## src/rtl/die_pip_pkg.sv

```systemverilog
package die_pip_pkg;

  localparam int SEL_W  = 3;
  localparam int WORDS  = 1 << SEL_W;
  localparam int COL_N  = 4;
  localparam int LAMP_N = 7;

  // Column meaning inside a stored word
  typedef enum int {
    COL_TZ = 0,
    COL_UY = 1,
    COL_VX = 2,
    COL_W  = 3
  } col_idx_e;

  // Lamp position in the output vector
  typedef enum int {
    LAMP_T = 0,
    LAMP_U = 1,
    LAMP_V = 2,
    LAMP_W = 3,
    LAMP_X = 4,
    LAMP_Y = 5,
    LAMP_Z = 6
  } lamp_idx_e;

  typedef logic [COL_N-1:0]  col_vec_t;
  typedef logic [LAMP_N-1:0] lamp_vec_t;

  // Smallest face value at which a pair turns on
  function automatic int pair_threshold(input int col);
    case (col)
      COL_TZ:  return 2;
      COL_VX:  return 4;
      COL_UY:  return 6;
      default: return WORDS;
    endcase
  endfunction

  // One OR-plane crossing: is column col set in word w
  function automatic logic plane_bit(input int w, input int col);
    if (w == 0)
      return 1'b0;
    if (col == COL_W)
      return logic'(w % 2);
    return logic'(w >= pair_threshold(col));
  endfunction

  // Whole plane, word-major: bit [w*COL_N + c]
  function automatic logic [WORDS*COL_N-1:0] build_plane();
    logic [WORDS*COL_N-1:0] p;
    p = '0;
    for (int w = 0; w < WORDS; w++)
      for (int c = 0; c < COL_N; c++)
        p[w*COL_N + c] = plane_bit(w, c);
    return p;
  endfunction

endpackage

```

## src/rtl/pip_word_decoder.sv

```systemverilog
module pip_word_decoder #(
  parameter int SEL_W = die_pip_pkg::SEL_W,
  localparam int WORDS = 1 << SEL_W
) (
  input  logic [SEL_W-1:0] sel,
  output logic [WORDS-1:0] word_line
);

  for (genvar w = 0; w < WORDS; w++) begin : g_line
    assign word_line[w] = (sel == SEL_W'(w));
  end

endmodule

```

## src/rtl/pip_or_plane.sv

```systemverilog
module pip_or_plane #(
  parameter int SEL_W = die_pip_pkg::SEL_W,
  parameter int COL_N = die_pip_pkg::COL_N,
  localparam int WORDS = 1 << SEL_W,
  parameter logic [WORDS*COL_N-1:0] PLANE = die_pip_pkg::build_plane()
) (
  input  logic [WORDS-1:0] word_line,
  output logic [COL_N-1:0] bit_line
);

  for (genvar c = 0; c < COL_N; c++) begin : g_col
    logic [WORDS-1:0] taps;
    for (genvar w = 0; w < WORDS; w++) begin : g_tap
      if (PLANE[w*COL_N + c]) begin : g_on
        assign taps[w] = word_line[w];
      end else begin : g_off
        assign taps[w] = 1'b0;
      end
    end
    assign bit_line[c] = |taps;
  end

endmodule

```

## src/rtl/pip_pair_fanout.sv

```systemverilog
module pip_pair_fanout
  import die_pip_pkg::*;
(
  input  col_vec_t  cols,
  output lamp_vec_t lamps
);

  always_comb begin
    lamps         = '0;
    lamps[LAMP_T] = cols[COL_TZ];
    lamps[LAMP_Z] = cols[COL_TZ];
    lamps[LAMP_U] = cols[COL_UY];
    lamps[LAMP_Y] = cols[COL_UY];
    lamps[LAMP_V] = cols[COL_VX];
    lamps[LAMP_X] = cols[COL_VX];
    lamps[LAMP_W] = cols[COL_W];
  end

endmodule

```

## src/rtl/die_pip_rom.sv

```systemverilog
module die_pip_rom
  import die_pip_pkg::*;
(
  input  logic             clk,
  input  logic             rst_n,
  input  logic             value_vld,
  input  logic [SEL_W-1:0] value,
  output logic [LAMP_N-1:0] led_q
);

  logic [WORDS-1:0] word_line;
  col_vec_t         bit_line;
  lamp_vec_t        lamp_comb;
  lamp_vec_t        lamp_d;
  lamp_vec_t        lamp_r;

  pip_word_decoder #(.SEL_W(SEL_W)) u_dec (
    .sel       (value),
    .word_line (word_line)
  );

  pip_or_plane #(.SEL_W(SEL_W), .COL_N(COL_N)) u_plane (
    .word_line (word_line),
    .bit_line  (bit_line)
  );

  pip_pair_fanout u_fan (
    .cols  (bit_line),
    .lamps (lamp_comb)
  );

  // next state: load on strobe, otherwise hold
  always_comb begin
    lamp_d = lamp_r;
    if (value_vld)
      lamp_d = lamp_comb;
  end

  always_ff @(posedge clk or negedge rst_n) begin
    if (!rst_n)
      lamp_r <= '0;
    else
      lamp_r <= lamp_d;
  end

  assign led_q = lamp_r;

endmodule

```

## config.mk

```make
export PLATFORM = sky130hd
export DESIGN_NAME = die_pip_rom
export DESIGN_NICKNAME = d
export VERILOG_FILES = /design/src/rtl/die_pip_pkg.sv /design/src/rtl/pip_word_decoder.sv /design/src/rtl/pip_or_plane.sv /design/src/rtl/pip_pair_fanout.sv /design/src/rtl/die_pip_rom.sv
export SDC_FILE = /design/constraint.sdc
export NUM_CORES = 1
export LEC_CHECK = 0
export CAP_MARGIN = 20
export CORE_AREA = 2 2 39 41
export DETAILED_ROUTE_END_ITERATION = 7
export DIE_AREA = 0 0 41 43
export GPL_ROUTABILITY_DRIVEN = 0
export GPL_TIMING_DRIVEN = 0
export MAX_ROUTING_LAYER = met4
export PLACE_DENSITY = 0.4
export SLEW_MARGIN = 20
export SYNTH_ARGS = -nofsm -noshare
export SYNTH_HDL_FRONTEND = slang
export SYNTH_SLANG_ARGS = --single-unit
```

## constraint.sdc

```tcl
create_clock -name clk -period 1 [get_ports clk]
set_input_delay 0.3 -clock clk [delete_from_list [all_inputs] [get_ports clk]]
set_output_delay 0.3 -clock clk [all_outputs]
set_load 0.02 [all_outputs]
```

# Word-level counts from Yosys, hierarchy flattened
# Index checks and enable logic that the tools add are counted.
# totals
input_bits	6
output_inout_bits	7
word_cells	12
reg_bits	7
# classes
reduce_logical	4
eq_ne	7
# op_table
op	n
$eq A3 B3 Y1 const B	4
$reduce_or A4 Y1	2
$eq A3 B2 Y1 const B	2
$reduce_or A6 Y1	1
$eq A3 B1 Y1 const B	1
$reduce_or A2 Y1	1

# Depth between registers and ports, before layout
# logic_depth
depth_word	2
depth_mapped	2
mapped_depth_nobuf	2

# Cells and area by module
# A second synthesis with hierarchy kept.
# unflattened
hier_cells	34
area_unflattened_um2	440.4
# by_module_without_submodules
mod	seq_area_each_um2	area_each_um2	instances	cells_per_inst
die_pip_rom	175.2	291.5	1	15
pip_word_decoder	0.0	65.1	1	8
pip_pair_fanout	0.0	52.6	1	7
pip_or_plane	0.0	31.3	1	4

# Worst setup path after synthesis
# OpenSTA, ideal clock, no wires.
# synth_path
kind	reg-to-output
startpoint	register lamp_r[5] (netlist: led_q[5])
endpoint	output led_q[5]
path_buffers	1
stages_incl_launch_ff	2
t_arrival_ns	0.626
required_ns	0.700
path_slack_ns	0.074
cell_sequence	dfrtp_1 -> buf_4
# synth_rtl
element	line	text
from (decl)	die_pip_rom.sv:15	lamp_vec_t lamp_r;
from (signal assigned)	die_pip_rom.sv:43	lamp_r <= lamp_d;
to (decl)	die_pip_rom.sv:8	output logic [LAMP_N-1:0] led_q
# No word-level cell between the ends.

==> results.cfg <==
[floorplanning]
die_height_microns = 43
fp-row-count = 14
initial_utilization = 0.1239
fp.dieArea_sq_um = 1763
fp.dieW_microns = 41
core_sq_um = 1384
io_pins = 13

[timing]
worst_pin_slew_ns = 0.2239
setup_ws_ns = -0.1659
rsz0062_at_grt = yes
fmax_ghz = 0.8577
drv_slew = 0
min_period_over_period = 1.166
hold_slack_ns = 0.2682
finalSetupTns_ns = -0.8296
period_minus_slack_ns = 1.166
slew_headroom = 0.8507
skew_ns = 0
hold_violations = 0
finalSetupViolCount = 7

[worst_setup_path]
worst_setup_path_start_kind = register
rrSetupSlack_ns = 0.23
crit_top_cell = buf_6
cp_slowest_cell = dfrtp_1
critPathCaptureType = output port
cp_cell_sequence = buf_6 -> buf_6
cp_data_required_time_ns = 0.70
crit_type = register to output port
cp.arrival_ns = 0.87
cp_max_fo = 3
cpPeakStageDelay_ns = 0.39

[routing]
vias = 166
drc = 0
drt_iter0_drc = 1
wl_microns = 440
drt_pass1_iterations = 3
drtAntennaViolNets = 0
drt-wirelength-per-cell_microns = 9.565
vias_per_cell = 3.609

[global_route]
grt_pass1_vias = 161
grt_use_met2 = 0.07500
grt_max_degree = 7
grtUsageTotal = 0.06598
grt-busiest-layer = met2
met3_usage = 0.05236
antenna_found_initial = 0
grt_use_met1 = 0.06796
grt-ovfl-total = 0
grt_pass1_wl_microns = 655

[status]
violations = negative setup slack
outcome = finished with violations

[yosys]
yosys_warnings = 0
syn_avg_cell_area_sq_um = 11.43
netlist_area_sq_um = 171.4
synth_top_family_by_area = buffers and inverters
synthAdderAreaFrac = 0
synthSimpleGateAreaFrac = 0.07299
synth-compound-area-share = 0.05839
syn_nets = 21
syn-instance-count = 15
synthXorXnorAreaFrac = 0
synth_cell_types = 8
ys_ff_latch = 4
synthMuxAreaShare = 0.1314
seq_area_frac_synth = 0.5839

[clocking]
cts_tree = built
cts-root-buf = clkbuf_4
cts_htree_levels = 1
clkTransAtPathRegs_ns = 0.04
cts_buffers = 3
insertion_delay_ns = 0.23
cts_hold_buf = 0
cts_sinks = 4
clock_path_buffers = 2
post_cts_buffers = 0

[placed_design]
dp.cells = 43
dp_hpwl_microns = 347.2
portBuffers = 12

[cells_and_area]
fin_cells = 46
final_core_util = 0.2414
nets = 38
n_antenna_cell = 0
drive_gt1_frac = 0.5000
syn2layout_area_growth_pct = 94.89
largest_register_ffs = 4

[power_and_ir_drop]
leakage_nw = 0.1536
power_density_nw_per_um2 = 1599
vdd_ir_drop_max_mv = 0.4400

[flow_run]
maxCapViolations = 0

[worst_hold_path]
min_path_type = primary input to async pin
[synth_stat cells]
| cell type | n | area share |
|---|---|---|
| buf_4 | 3 | 0.13 |
| nor2_1 | 2 | 0.044 |
| inv_1 | 1 | 0.022 |
| a21oi_1 | 1 | 0.029 |
| dfrtp_1 | 4 | 0.58 |
| mux2_2 | 2 | 0.13 |
| o21ai_0 | 1 | 0.029 |
| nand3_1 | 1 | 0.029 |
[routing by layer]
| layer | vias up | wire length [microns] |
|---|---|---|
| li1 | 77 | - |
| met1 | 76 | 180 |
| met2 | 13 | 180 |
| met3 | 0 | 78 |
| met4 | 0 | 0 |
| met5 | - | 0 |
[kinds of logic after synthesis]
| group | Yosys count |
|---|---|
| buffers and inverters | 4 |
| AO/OA/AOI/OAI | 2 |
| flip-flops | 4 |
| multiplexers | 2 |
| AND/OR/NAND/NOR | 3 |
[critical path: cells and delay by family, from the launching register on]
family / cells / cell delay, ns
flip-flops: 1 / 0.39
buffers and inverters: 2 / 0.24
[layout make-up]
| cell class | instances | area [sq um] |
|---|---|---|
| Buffer | 3 | 33.78 |
| Clock buffer | 3 | 22.52 |
| Fill cell | 155 | 1050 |
| Inverter | 1 | 3.754 |
| Multi-Input combinational cell | 7 | 45.04 |
| Sequential cell | 4 | 100.1 |
| Tap cell | 16 | 20.02 |
| Timing Repair Buffer | 12 | 108.9 |
[layout by cell type, fill, tap and decap left out, drive strengths merged]
master | netlist | final
buf | 3 | 10
clkdlybuf4s50 | 0 | 4
dfrtp | 4 | 4
clkbuf | 0 | 3
mux2 | 2 | 2
nor2 | 2 | 2
inv | 1 | 1
nand3 | 1 | 1
o21ai | 1 | 1
a21oi | 1 | 1
dlygate4sd2 | 0 | 1
[final timing paths]
path | from | endpoint | cells past startpoint
setup / recovery | led_q[0]$_DFFE_PN0P_ | led_q[6] | 2
hold / removal | rst_n | led_q[3]$_DFFE_PN0P_ | 1
setup reg to reg | led_q[4]$_DFFE_PN0P_ | led_q[4]$_DFFE_PN0P_ | 1
hold reg to reg | led_q[3]$_DFFE_PN0P_ | led_q[3]$_DFFE_PN0P_ | 1
max in group asynchronous | rst_n | led_q[0]$_DFFE_PN0P_ | 1
min in group clk | value_vld | led_q[0]$_DFFE_PN0P_ | 2
[power breakdown]
part | internal (mW) | total (mW) | switching [mW] | leakage (nW)
clock | 0.135 | 0.206 | 0.0711 | 0.0138
combinational | 0.0784 | 0.139 | 0.0607 | 0.0933
sequential | 0.177 | 0.190 | 0.0122 | 0.0465
[per-stage QoR]
| step | power [mW] | area [sq um] | setup slack (ns) |
|---|---|---|---|
| 6_report | 0.5343 | 334.1 | -0.1659 |
| 3_5_place_dp | 0.3302 | 311.5 | -0.3784 |
| 4_1_cts | 0.5465 | 334.1 | -0.1773 |
| 2_1_floorplan | 0.2501 | 171.4 | 0.07384 |
| 3_3_place_gp | 0.3289 | 311.5 | -0.3718 |
| 5_1_grt | 0.5735 | 334.1 | -0.2036 |
[what timing repair did]
item                                    4_1_cts  5_1_grt
resized for setup                            40        0
hold endpoints to repair                      0        0
endpoints found under the setup margin        9        7
Note: power is estimated with default switching activity, not from simulation.
